==> src/rtl/skel_pkg.sv <==
package skel_pkg;

    localparam int unsigned SLICES  = 8;
    localparam int unsigned ROW_W   = SLICES + 2;
    localparam int unsigned WORD_W  = 3 * ROW_W;
    localparam int unsigned RING_N  = 8;
    localparam int unsigned CNT_W   = $clog2(RING_N + 1);
    localparam int unsigned MIN_NBR = 2;
    localparam int unsigned MAX_NBR = 6;

    typedef struct packed {
        logic nw;
        logic n;
        logic ne;
        logic w;
        logic c;
        logic e;
        logic sw;
        logic s;
        logic se;
    } win_t;

    typedef enum logic {
        PASS_FIRST  = 1'b0,
        PASS_SECOND = 1'b1
    } pass_e;

    // Ring in clockwise order starting at north: bit 0 = N ... bit 7 = NW
    function automatic logic [RING_N-1:0] ring_of(win_t w);
        return {w.nw, w.w, w.sw, w.s, w.se, w.e, w.ne, w.n};
    endfunction

    function automatic logic [CNT_W-1:0] ring_pop(logic [RING_N-1:0] r);
        logic [CNT_W-1:0] acc;
        acc = '0;
        for (int i = 0; i < RING_N; i++) acc = acc + CNT_W'(r[i]);
        return acc;
    endfunction

    function automatic logic [CNT_W-1:0] ring_rises(logic [RING_N-1:0] r);
        logic [CNT_W-1:0] acc;
        acc = '0;
        for (int i = 0; i < RING_N; i++)
            acc = acc + CNT_W'(~r[i] & r[(i + 1) % RING_N]);
        return acc;
    endfunction

    function automatic logic pass_ok(win_t w, pass_e p);
        if (p == PASS_FIRST)
            return ~(w.n & w.e & w.s) & ~(w.e & w.s & w.w);
        return ~(w.n & w.e & w.w) & ~(w.n & w.s & w.w);
    endfunction

endpackage

==> src/rtl/skel_cell.sv <==
module skel_cell
    import skel_pkg::*;
(
    input  win_t  win_i,
    input  pass_e pass_i,
    output logic  pix_o,
    output logic  removed_o
);
    logic [RING_N-1:0] ring;
    logic [CNT_W-1:0]  nbr_cnt;
    logic [CNT_W-1:0]  rises;
    logic              cnt_ok;
    logic              conn_ok;
    logic              rule_ok;

    always_comb begin
        ring    = ring_of(win_i);
        nbr_cnt = ring_pop(ring);
        rises   = ring_rises(ring);
        cnt_ok  = (nbr_cnt >= CNT_W'(MIN_NBR)) && (nbr_cnt <= CNT_W'(MAX_NBR));
        conn_ok = (rises == CNT_W'(1));
        rule_ok = pass_ok(win_i, pass_i);
        removed_o = win_i.c & cnt_ok & conn_ok & rule_ok;
        pix_o     = win_i.c & ~removed_o;
    end
endmodule

==> src/rtl/skel_change_tree.sv <==
module skel_change_tree #(
    parameter int unsigned N = 8
) (
    input  logic [N-1:0] flag_i,
    output logic         any_o
);
    localparam int unsigned LVL  = (N > 1) ? $clog2(N) : 0;
    localparam int unsigned LEAF = 1 << LVL;

    logic [2*LEAF-1:1] node;

    genvar j;
    generate
        for (j = 0; j < LEAF; j++) begin : g_leaf
            if (j < N) begin : g_real
                assign node[LEAF + j] = flag_i[j];
            end else begin : g_pad
                assign node[LEAF + j] = 1'b0;
            end
        end
        for (j = 1; j < LEAF; j++) begin : g_inner
            assign node[j] = node[2*j] | node[2*j + 1];
        end
    endgenerate

    assign any_o = node[1];
endmodule

==> src/rtl/skel_row_datapath.sv <==
module skel_row_datapath
    import skel_pkg::*;
(
    input  logic                clk_i,
    input  logic                rst_i,
    input  logic                in_valid_i,
    input  logic [WORD_W-1:0]   rows_i,
    input  logic                pass_sel_i,
    input  logic                change_clr_i,
    output logic [SLICES-1:0]   pix_o,
    output logic                out_valid_o,
    output logic                change_o
);
    logic [WORD_W-1:0] word_q;
    pass_e             pass_q;
    logic              vld_q;

    logic [ROW_W-1:0]  row_up, row_cur, row_dn;
    win_t              win   [SLICES];
    logic [SLICES-1:0] new_pix;
    logic [SLICES-1:0] removed;
    logic              any_removed;

    logic [SLICES-1:0] pix_q;
    logic              ovld_q;
    logic              chg_q;

    // Input stage
    always_ff @(posedge clk_i) begin
        if (rst_i) begin
            word_q <= '0;
            pass_q <= PASS_FIRST;
            vld_q  <= 1'b0;
        end else begin
            vld_q <= in_valid_i;
            if (in_valid_i) begin
                word_q <= rows_i;
                pass_q <= pass_e'(pass_sel_i);
            end
        end
    end

    assign row_up  = word_q[3*ROW_W-1:2*ROW_W];
    assign row_cur = word_q[2*ROW_W-1:ROW_W];
    assign row_dn  = word_q[ROW_W-1:0];

    genvar k;
    generate
        for (k = 0; k < SLICES; k++) begin : g_slice
            assign win[k] = '{nw: row_up[k],  n: row_up[k+1],  ne: row_up[k+2],
                              w:  row_cur[k], c: row_cur[k+1], e:  row_cur[k+2],
                              sw: row_dn[k],  s: row_dn[k+1],  se: row_dn[k+2]};
            skel_cell u_cell (
                .win_i     (win[k]),
                .pass_i    (pass_q),
                .pix_o     (new_pix[k]),
                .removed_o (removed[k])
            );
        end
    endgenerate

    skel_change_tree #(.N(SLICES)) u_tree (
        .flag_i (removed),
        .any_o  (any_removed)
    );

    // Output stage and sticky change flag
    always_ff @(posedge clk_i) begin
        if (rst_i) begin
            pix_q  <= '0;
            ovld_q <= 1'b0;
            chg_q  <= 1'b0;
        end else begin
            ovld_q <= vld_q;
            if (vld_q) pix_q <= new_pix;
            chg_q <= (chg_q & ~change_clr_i) | (vld_q & any_removed);
        end
    end

    assign pix_o       = pix_q;
    assign out_valid_o = ovld_q;
    assign change_o    = chg_q;


    out_follows_load_chk: assert property (@(posedge clk_i) disable iff (rst_i)
        vld_q |=> out_valid_o);


    no_new_pixel_chk: assert property (@(posedge clk_i) disable iff (rst_i)
        vld_q |=> ((pix_o & ~$past(row_cur[ROW_W-2:1])) == '0));


    tree_agrees_chk: assert property (@(posedge clk_i) disable iff (rst_i)
        any_removed == |(row_cur[ROW_W-2:1] & ~new_pix));


    change_sets_chk: assert property (@(posedge clk_i) disable iff (rst_i)
        (vld_q && any_removed) |=> change_o);


    change_holds_chk: assert property (@(posedge clk_i) disable iff (rst_i)
        (change_o && !change_clr_i) |=> change_o);


    hold_when_idle_chk: assert property (@(posedge clk_i) disable iff (rst_i)
        !vld_q |=> (!out_valid_o && $stable(pix_o)));
endmodule

==> config.mk <==
export PLATFORM = sky130hd
export DESIGN_NAME = skel_row_datapath
export DESIGN_NICKNAME = d
export VERILOG_FILES = /design/src/rtl/skel_pkg.sv /design/src/rtl/skel_cell.sv /design/src/rtl/skel_change_tree.sv /design/src/rtl/skel_row_datapath.sv
export SDC_FILE = /design/constraint.sdc
export NUM_CORES = 1
export LEC_CHECK = 0
export BUFFER_PORTS_ARGS = -buffer_cell sky130_fd_sc_hd__buf_4
export CAP_MARGIN = 20
export CORE_MARGIN = 1.5
export CORE_UTILIZATION = 51
export CTS_BUF_LIST = sky130_fd_sc_hd__clkbuf_8
export DETAILED_ROUTE_END_ITERATION = 10
export GPL_ROUTABILITY_DRIVEN = 0
export HOLD_SLACK_MARGIN = 0.06
export PLACE_DENSITY = 0.8
export SETUP_SLACK_MARGIN = 0.1
export SLEW_MARGIN = 20
export SYNTH_ARGS = -nofsm -noshare
export SYNTH_HDL_FRONTEND = slang
export SYNTH_HIERARCHICAL = 1
export SYNTH_SLANG_ARGS = --single-unit
==> constraint.sdc <==
create_clock -name clk_i -period 4.1 [get_ports clk_i]
set_clock_uncertainty 0.15 [all_clocks]
set_input_delay 1.025 -clock clk_i [delete_from_list [all_inputs] [get_ports clk_i]]
set_output_delay 1.025 -clock clk_i [all_outputs]
set_load 0.01 [all_outputs]
==> flow_summary.toml, run 1 <==
[run_status]
status = "finished with violations"
violations = "setup timing"

[setup_path]
critPathKind = "flip-flop to flip-flop"
worstPathMaxFanout = 4
worst_ep_required_time_ns = 4.19
worst_ep_arrival_time_ns = 4.28
worst_setup_path_end_kind = "flip-flop"
cp-start-kind = "flip-flop"

[floorplan]
core_mm2 = 0.00982
ios = 45
dieHeight_um = 104
rows = 36
die_w_um = 104
fp.dieArea_mm2 = 0.0108
initial_utilization_pct = 52.9

[yosys]
synth-simple-area-share_pct = 14.4
syn-cell-area_mm2 = 0.00520
synthCells = 587
synthesis.nets = 742
async_flop_share_pct = 0
yosys.area.top_type = "fa_1"
avgSynthCellArea_um2 = 8.85
synth_flop_cell = "dfxtp_1"
synth_xor_area_share_pct = 1.35
synth_edf_count = 0
synth_top_family_by_area = "adder cells"
synth_compound_area_share_pct = 9.80
ys_ff_latch = 42
yosys.area_share.adder_pct = 38.1
yosysUniqueCellTypes = 37
synth_mux_area_share_pct = 7.51
synth.area.top_cells = "fa_1, dfxtp_1, ha_1, inv_1, mux2i_1"
synth.yosys.warnings = 6
yosysTopAreaCellShare_pct = 24.7
ys_seq_area_share_pct = 16.2

[finish]
fin_util_pct = 65.1
diodes = 0
multi_input_area_mm2 = 0.00391
seq_area_um2 = 862
area_growth_pct = 23.0
fin_area_mm2 = 0.00639
nFillCells = 800
drive_above_1_share_pct = 28.6
fin_nets = 837

[cts]
cts_tree = "built"
postCtsHoldBufs = 0
cts_buffer_depth = 2
clkLatencyLatePin_ns = 0.31
cts-buffers-inserted = 5
clk_pin_slew_ns = 0.09
cts_htree_levels = 2
cts_root_buf = "clkbuf_8"
clock_sinks = 42

[timing]
slew_headroom_pct = 41.9
setup_tns_ns = -0.130
slew_violations = 0
hold_ws_ns = 0.345
worst_slack_ns = -0.0929
hold_viol = 0
fin_crit_ns = 4.19
tightest_slew_ns = 0.870
setup_viol = 3
max_freq_ghz = 0.239
fin_crit_sh_pct = 102
rsz0062_at_grt = "true"

[run]
cap_violations = 0

[route]
wl_per_cell_um = 15.3
wirelength_um = 12500
drc = 0
antenna_left = 0
viasPerCell = 5.34
dr.first_iter.drc_count = 142
vias = 4354
first_pass_iters = 5

[grt]
grt_usage_pct = 23.9
grt_pass1_wl_um = 21300
overflow = 0
grt_max_degree = 43
antenna_found_initial = 0
grt_pass1_vias = 4809

[power_and_ir_drop]
power_frac_comb_pct = 49.1
p_per_area_mw_per_mm2 = 271
vdd_drop_max_mv = 0.179
intPower_mw = 1.09
total_power_mw = 1.73
power_frac_clock_pct = 24.2
swShare_pct = 37.1
p_switching_mw = 0.642
seqPwrFrac_pct = 26.7
p_leak_nw = 3.06

[placement]
place_area_mm2 = 0.00593
numPortBuffers = 44
dp_hpwl_um = 9860

[worst_hold_path]
hp-class = "flip-flop to flip-flop"
worst max-delay path, cell delays in order (launching register included):
cell	delay (ns)
dfxtp_2	0.35
buf_6	0.11
ha_4	0.12
inv_2	0.03
fa_1	0.49
inv_1	0.05
fa_1	0.49
fa_1	0.52
ha_2	0.21
fa_1	0.49
nand4b_1	0.26
a211oi_2	0.26
and3_1	0.24
nor4_1	0.07
nand2_1	0.06
nand2_1	0.06
a21oi_1	0.16
what timing repair did:
item	in CTS	in global routing
resized for setup	43	40
endpoints found under the setup margin	9	9
setup buffers	5	4
pin swaps	27	26
layout make-up:
type	count	area share [%]
clock buffers	6	1.29
clock inverters	2	0.940
inverters	147	8.71
multi-input cells	388	61.2
flip-flops and latches	42	13.5
well taps	133	2.60
repair buffers	98	11.7
synth_stat cells, types with 3 or more instances:
| cell | instances |
|---|---|
| inv_1 | 141 |
| fa_1 | 64 |
| a221oi_1 | 5 |
| dfxtp_1 | 42 |
| o221ai_1 | 5 |
| nand3b_1 | 5 |
| o221ai_2 | 6 |
| buf_12 | 3 |
| o211ai_1 | 6 |
| mux2i_1 | 39 |
| inv_2 | 6 |
| nand2b_1 | 3 |
| a32oi_1 | 4 |
| xor2_1 | 8 |
| ha_1 | 56 |
| nor2_1 | 76 |
| or3_4 | 5 |
| a211oi_1 | 13 |
| a21oi_1 | 8 |
| nand2_1 | 38 |
| o31a_1 | 6 |
| o21ai_0 | 4 |
| nor2b_1 | 15 |
| buf_2 | 4 |
| nor3_1 | 6 |
| nand4b_1 | 3 |
cell families (layout without fill, tap and decap cells):
kind of cell    count (synthesis)  count (layout)
xor+xnor                        8               8
flops                          42              42
fa+ha+maj                     120             120
simple gates                  159             159
mux                            39              39
compound gates                 62              62
buf+inv                       157             253
state kept, by name (all words and copies together) (netlist names):
signal and flops:
change_o 1, out_valid_o 1, pass_q 1, pix_o 8, vld_q 1, word_q 30
layer usage:
layer | up-vias | global-route usage, % | routed length, µm | part of all wire, %
li1 | 2064 | - | - | -
met3 | 35 | 3.51 | 655 | 5.2
met1 | 2121 | 28.4 | 5210 | 42
met2 | 134 | 43.0 | 6240 | 50
met4 | 0 | 10.0 | 391 | 3.1
met5 | - | 0 | 0 | 0
stage by stage:
step | setup slack (ns) | instances
after floorplan | 0.109 | 587
after global placement | -0.171 | 799
after detailed placement | -0.289 | 799
after CTS | -0.139 | 812
after global routing | -0.209 | 816
final | -0.0929 | 816
cell usage in the layout (no fill, tap or decap), types with 11 or more instances in the layout:
cell type / synthesis / layout
dfxtp_1: 42 / 31
ha_1: 56 / 41
mux2i_1: 39 / 39
nand2_1: 38 / 38
inv_2: 6 / 24
buf_4: 1 / 94
nor2b_1: 15 / 12
ha_2: 0 / 11
inv_1: 141 / 121
nor2_1: 76 / 76
fa_1: 64 / 63
worst paths after layout:
check / from / end / slack (ns) / cells past startpoint
worst min-delay path: change_o / change_o / 0.35 / 2
worst min register to register: change_o / change_o / 0.35 / 2
worst max-delay path: word_q[7] / change_o / -0.09 / 16
worst max register to register: word_q[7] / change_o / -0.09 / 16
power by group through the flow:
stage / Sequential [mW] / Combinational [mW] / Clock (mW)
4_1_cts: 0.460 / 0.807 / 0.425
3_3_place_gp: 0.468 / 0.704 / 0
5_1_grt: 0.465 / 0.957 / 0.442
6_report: 0.462 / 0.850 / 0.420
3_5_place_dp: 0.469 / 0.766 / 0
2_1_floorplan: 0.468 / 0.529 / 0
No activity file was read; power rests on OpenSTA's default activity.
==> inputs of run 2 (changes only) <==
--- a/config.mk
+++ b/config.mk
@@ -8,12 +8,12 @@
 export BUFFER_PORTS_ARGS = -buffer_cell sky130_fd_sc_hd__buf_4
 export CAP_MARGIN = 20
 export CORE_MARGIN = 1.5
-export CORE_UTILIZATION = 51
+export CORE_UTILIZATION = 30
 export CTS_BUF_LIST = sky130_fd_sc_hd__clkbuf_8
 export DETAILED_ROUTE_END_ITERATION = 10
 export GPL_ROUTABILITY_DRIVEN = 0
 export HOLD_SLACK_MARGIN = 0.06
-export PLACE_DENSITY = 0.8
+export PLACE_DENSITY = 0.54
 export SETUP_SLACK_MARGIN = 0.1
 export SLEW_MARGIN = 20
 export SYNTH_ARGS = -nofsm -noshare
==> run 2 against run 1 <==
Against the previous run: the flow still finishes with violations (setup timing); core utilization is 26 points lower; total power is 6.2% lower; critical path depth is 1 higher; wire length is 7.1% higher; critical path type unchanged; largest power group unchanged.
==> flow_summary.toml, run 2 (synthesized netlist as in run 1, its figures left out) <==
[setup_path]
r2r_slack_ns = -0.06
cp-start-kind = "flip-flop"
reg2reg_from = "word_q[3]"
worst_setup_path_end_kind = "flip-flop"
r2r_end = "pix_o[2]"
reg2regPathDepth = 17
worst_ep_required_time_ns = 4.15
critPathKind = "flip-flop to flip-flop"
worstPathMaxFanout = 3
worst_ep_arrival_time_ns = 4.21
cp-endpoint = "pix_o[2]"
crit_start = "word_q[3]"

[power_and_ir_drop]
vdd_drop_max_mv = 0.188
p_per_area_mw_per_mm2 = 247
p_leak_nw = 3.09
total_power_mw = 1.63

[finish]
fin_nets = 848
top_register = "word_q"
mostFrequentLayoutCells = "inv_1, buf_4, nor2_1"
fin_util_pct = 39.2
mostFrequentLayoutCell = "inv_1"
diodes = 0
largest_reg_flops = 30
drive_above_1_share_pct = 32.2
finalNonFillerCells = 913
area_growth_pct = 26.5
nFillCells = 1686

[floorplan]
die_w_um = 135
fp.dieArea_mm2 = 0.0181
rows = 47
initial_utilization_pct = 31.0
core_mm2 = 0.0168
ios = 45
dieHeight_um = 135

[timing]
fin_crit_ns = 4.16
rsz0062_at_grt = "true"
setup_tns_ns = -0.159
tightest_slew_ns = 0.913
hold_viol = 0
slew_headroom_pct = 39.1
max_freq_ghz = 0.240
fin_crit_sh_pct = 102
setup_viol = 3
hold_ws_ns = 0.360
worst_slack_ns = -0.0629
slew_violations = 0

[cts]
clk_pin_slew_ns = 0.09
clkLatencyLatePin_ns = 0.33
cts_htree_levels = 2
cts_tree = "built"
clock_sinks = 42
cts-buffers-inserted = 5
cts_buffer_depth = 2
cts_root_buf = "clkbuf_8"

[placement]
dp_hpwl_um = 10700
place_inst = 894
numPortBuffers = 44

[route]
wirelength_um = 13400
vias = 4248
viasPerCell = 4.65
dr.first_iter.drc_count = 207
first_pass_iters = 4
wl_per_cell_um = 14.7
drc = 0
antenna_left = 0

[grt]
grt_max_degree = 43
overflow = 0
grt_usage_pct = 15.1
grt_pass1_vias = 4580
grt_pass1_wl_um = 21700
antenna_found_initial = 0

[worst_hold_path]
hp-class = "flip-flop to flip-flop"
min_path_cells = 2

[run_status]
status = "finished with violations"
violations = "setup timing"

[run]
cap_violations = 0
==> run 2: area by class of cell <==
| cell class | instances | area [µm²] | share of cell area (%) |
|---|---|---|---|
| Inverter | 147 | 567 | 8.62 |
| Clock inverter | 2 | 10.0 | 0.152 |
| Clock buffer | 5 | 68.8 | 1.05 |
| Multi-Input combinational cell | 388 | 3950 | 60.1 |
| Sequential cell | 42 | 870 | 13.2 |
| Tap cell | 220 | 275 | 4.19 |
| Timing Repair Buffer | 109 | 833 | 12.7 |
==> run 2: repair_timing <==
item / in CTS / in global routing
buffers inserted: 5 / 7
gates resized for setup: 64 / 41
hold buffers: 0 / 0
setup endpoints to repair: 9 / 9
gates cloned: 0 / 0
pin swaps: 28 / 32
==> run 2: routing by layer <==
layer	vias to the layer above	track usage [%]	wire, µm
li1	2095	-	-
met1	2048	19.2	6050
met2	83	25.8	6600
met3	22	2.63	468
met4	0	5.20	263
met5	-	0	0
==> run 2: worst min-delay path by stage <==
stage                     startpoint         to  slack (ns)
after detailed placement   word_q[9]  word_q[9]        0.34
after CTS                   pix_o[5]   pix_o[5]        0.37
after floorplan            word_q[9]  word_q[9]        0.31
after global routing        pix_o[3]   pix_o[3]        0.38
final                       pix_o[3]   pix_o[3]        0.36
after global placement      pix_o[7]   pix_o[7]        0.33
==> run 2: worst max-delay path, stage by stage, from the launching register on <==
cell	delay, ns
dfxtp_2	0.36
buf_6	0.11
inv_4	0.03
fa_1	0.47
fa_1	0.54
fa_1	0.41
inv_1	0.06
ha_2	0.18
inv_2	0.04
fa_1	0.52
nor2b_2	0.06
buf_4	0.13
a211oi_2	0.20
o221ai_2	0.14
buf_4	0.15
o31a_1	0.28
mux2i_1	0.14
nor2_1	0.06
==> run 2: power breakdown <==
group	total, mW	internal [mW]	switching (mW)
registers	0.463	0.430	0.0330
logic	0.876	0.420	0.456
clock network	0.286	0.115	0.172
total	1.63	0.965	0.660
==> run 2: stage by stage <==
| stage | cell area, µm² | setup WS (ns) |
|---|---|---|
| 6_report | 6580 | -0.0629 |
| 5_1_grt | 6580 | -0.247 |
| 4_1_cts | 6400 | -0.0286 |
| 3_5_place_dp | 6100 | -0.242 |
| 3_3_place_gp | 6100 | -0.185 |
| 2_1_floorplan | 5200 | 0.109 |
==> inputs of run 3 (changes only) <==
--- a/config.mk
+++ b/config.mk
@@ -5,6 +5,7 @@
 export SDC_FILE = /design/constraint.sdc
 export NUM_CORES = 1
 export LEC_CHECK = 0
+export ABC_AREA = 1
 export BUFFER_PORTS_ARGS = -buffer_cell sky130_fd_sc_hd__buf_4
 export CAP_MARGIN = 20
 export CORE_MARGIN = 1.5
==> run 3 against run 2 <==
Against the previous run: critical endpoint is now change_o; critical path type unchanged; worst hold slack worse by 0.031 ns; the flow now finishes without violations; register-to-register slack better by 0.29 ns; largest power group unchanged; sequential share of layout area is 0.50 points lower; core utilization is 3.0 points lower; largest cell class unchanged; setup slack better by 0.29 ns.
==> flow_summary.toml, run 3 <==
[run_status]
status = "finished, final reports clean"

[placement]
dp_hpwl_um = 10100
numPortBuffers = 44
pre_cts_slack_ns = 0.0905

[power_and_ir_drop]
p_per_area_mw_per_mm2 = 277
vdd_drop_max_mv = 0.173
power_frac_clock_pct = 22.8
seqPwrFrac_pct = 25.5
total_power_mw = 1.87
p_leak_nw = 3.84
intPower_mw = 1.11
power_frac_comb_pct = 51.7
swShare_pct = 40.8
p_switching_mw = 0.765

[cts]
clk_pin_slew_ns = 0.11
cts-buffers-inserted = 5
cts_tree = "built"
postCtsHoldBufs = 0
clock_sinks = 42
cts_htree_levels = 2
clkLatencyLatePin_ns = 0.32
cts_root_buf = "clkbuf_8"
cts_buffer_depth = 2

[timing]
worst_slack_ns = 0.227
setup_viol = 0
setup_tns_ns = 0
fin_crit_ns = 3.87
max_freq_ghz = 0.258
hold_viol = 0
tightest_slew_ns = 0.841
rsz0062_at_grt = "true"
slew_headroom_pct = 43.9
fin_crit_sh_pct = 94.5
slew_violations = 0
hold_ws_ns = 0.329

[finish]
nFillCells = 2035
mostFrequentLayoutCells = "nand2_1, inv_1, nor2_1"
drive_above_1_share_pct = 15.7
fin_nets = 1115
diodes = 0
mostFrequentLayoutCell = "nand2_1"
largest_reg_flops = 30
top_register = "word_q"
area_growth_pct = 18.3
fin_util_pct = 36.2

[setup_path]
cp-start-kind = "flip-flop"
crit_path_top_delay_cell = "fa_1"
worstPathMaxFanout = 4
critPathKind = "flip-flop to flip-flop"
reg2regPathDepth = 19
crit_cells = 19
cp_slowest_stage_delay_ns = 0.54
worst_ep_required_time_ns = 4.22
crit_family = "adder cells"
crit_path_cell_trace = "buf_4 > ha_1 > inv_1 > fa_1 > inv_1 > fa_1 > fa_1 > ha_2 > fa_1 > nor2_1 > o21ai_0 > nor2_2 > and2_1 > inv_1 > nand2_2 > nor2_2 > nand2_1 > nand3_1 > nand2_1"
crit_top_cell = "fa_1"
cp_num_buf_inv = 4
worst_ep_arrival_time_ns = 3.99
worst_setup_path_end_kind = "flip-flop"

[floorplan]
ios = 45
dieHeight_um = 141
rows = 50
die_w_um = 141
fp.dieArea_mm2 = 0.0199
initial_utilization_pct = 30.6
core_mm2 = 0.0187

[route]
antenna_left = 0
drc = 0
first_pass_iters = 4
vias = 4932
wl_per_cell_um = 10.6
wirelength_um = 12600
dr.first_iter.drc_count = 213
viasPerCell = 4.13

[worst_hold_path]
hp-class = "flip-flop to flip-flop"
min_path_cells = 2

[yosys]
synthesis.nets = 1037
synth_common_cells = "inv_1, nand2_1, nor2_1, fa_1, ha_1"
syn-cell-area_mm2 = 0.00572
synth_flop_cell = "dfxtp_1"
avgSynthCellArea_um2 = 6.49
async_flop_share_pct = 0
yosysTopAreaCellShare_pct = 22.4
ys_ff_latch = 42
synthCells = 882
ys_seq_area_share_pct = 14.7
yosys.area.top_type = "fa_1"
synth.area.top_cells = "fa_1, inv_1, nand2_1, dfxtp_1, ha_1"
synth_edf_count = 0
synth.yosys.warnings = 6
yosysUniqueCellTypes = 18

[grt]
antenna_found_initial = 0
grt_pass1_vias = 4724
overflow = 0
grt_pass1_wl_um = 21900
grt_max_degree = 64
grt_usage_pct = 13.5

[run]
cap_violations = 0
## run 3: cell count changes after synthesis, moves of 13 or more
cell / before / now
inv_1: 141 / 238
nor2_2: 0 / 13
nand2_1: 38 / 238
nand3_1: 0 / 32
nor2_1: 76 / 155
mux2i_1: 39 / 0
nor2b_1: 15 / 0
a211oi_1: 13 / 0
## run 3: final timing paths
path | startpoint | to | slack, ns
setup / recovery | word_q[4] | change_o | 0.23
hold / removal | pix_o[3] | pix_o[3] | 0.33
setup reg to reg | word_q[4] | change_o | 0.23
hold reg to reg | pix_o[3] | pix_o[3] | 0.33
## run 3: kinds of logic (layout without fill, tap and decap cells)
logic type / after synthesis / count (layout) / share of synthesized area [%]
buf+inv: 255 / 334 / 17.9
fa+ha+maj: 120 / 120 / 34.6
simple gates: 450 / 450 / 31.4
flops: 42 / 42 / 14.7
compound gates: 15 / 15 / 1.31
## run 3: repair_timing
action	in CTS	in global routing
gates resized for setup	4	51
pin swaps	1	42
setup buffers	0	8
setup endpoints to repair	1	9
## run 3: worst reg2reg max path, delay by kind of cell, from the launching register on
| kind | cells | cell delay (ns) |
|---|---|---|
| compound gates | 1 | 0.10 |
| simple gates | 8 | 0.66 |
| fa+ha+maj | 6 | 2.27 |
| flops | 1 | 0.37 |
| buf+inv | 4 | 0.26 |
## run 3: final cells by class
type                       count  area [µm²]  share of cell area (%)
clock buffer                   5        68.8                    1.02
inverter                     242         913                    13.5
tap                          234         293                    4.32
timing repair buffer          84         646                    9.53
sequential                    42         862                    12.7
clock inverter                 3        68.8                    1.02
multi-input combinational    585        3920                    57.9
## run 3: per-stage QoR
stage | std cells | area, µm²
2_1_floorplan | 882 | 5720
3_3_place_gp | 1179 | 6470
3_5_place_dp | 1179 | 6470
4_1_cts | 1187 | 6610
5_1_grt | 1195 | 6770
6_report | 1195 | 6770
## run 3: per-layer routing
metal  vias to the layer above  global-route usage (%)  wire length, µm
li1                       2654                       -                -
met1                      2217                    18.2             6390
met2                        48                    22.9             5740
met3                        13                    1.39              308
met4                         0                    3.84              187
met5                         -                       0                0
## run 3: power by group through the flow
stage / registers (mW) / logic [mW] / clock network [mW]
final: 0.477 / 0.969 / 0.427
after detailed placement: 0.486 / 0.927 / 0
after global placement: 0.486 / 0.922 / 0
after global routing: 0.483 / 1.16 / 0.458
after CTS: 0.477 / 0.938 / 0.448
after floorplan: 0.483 / 0.692 / 0
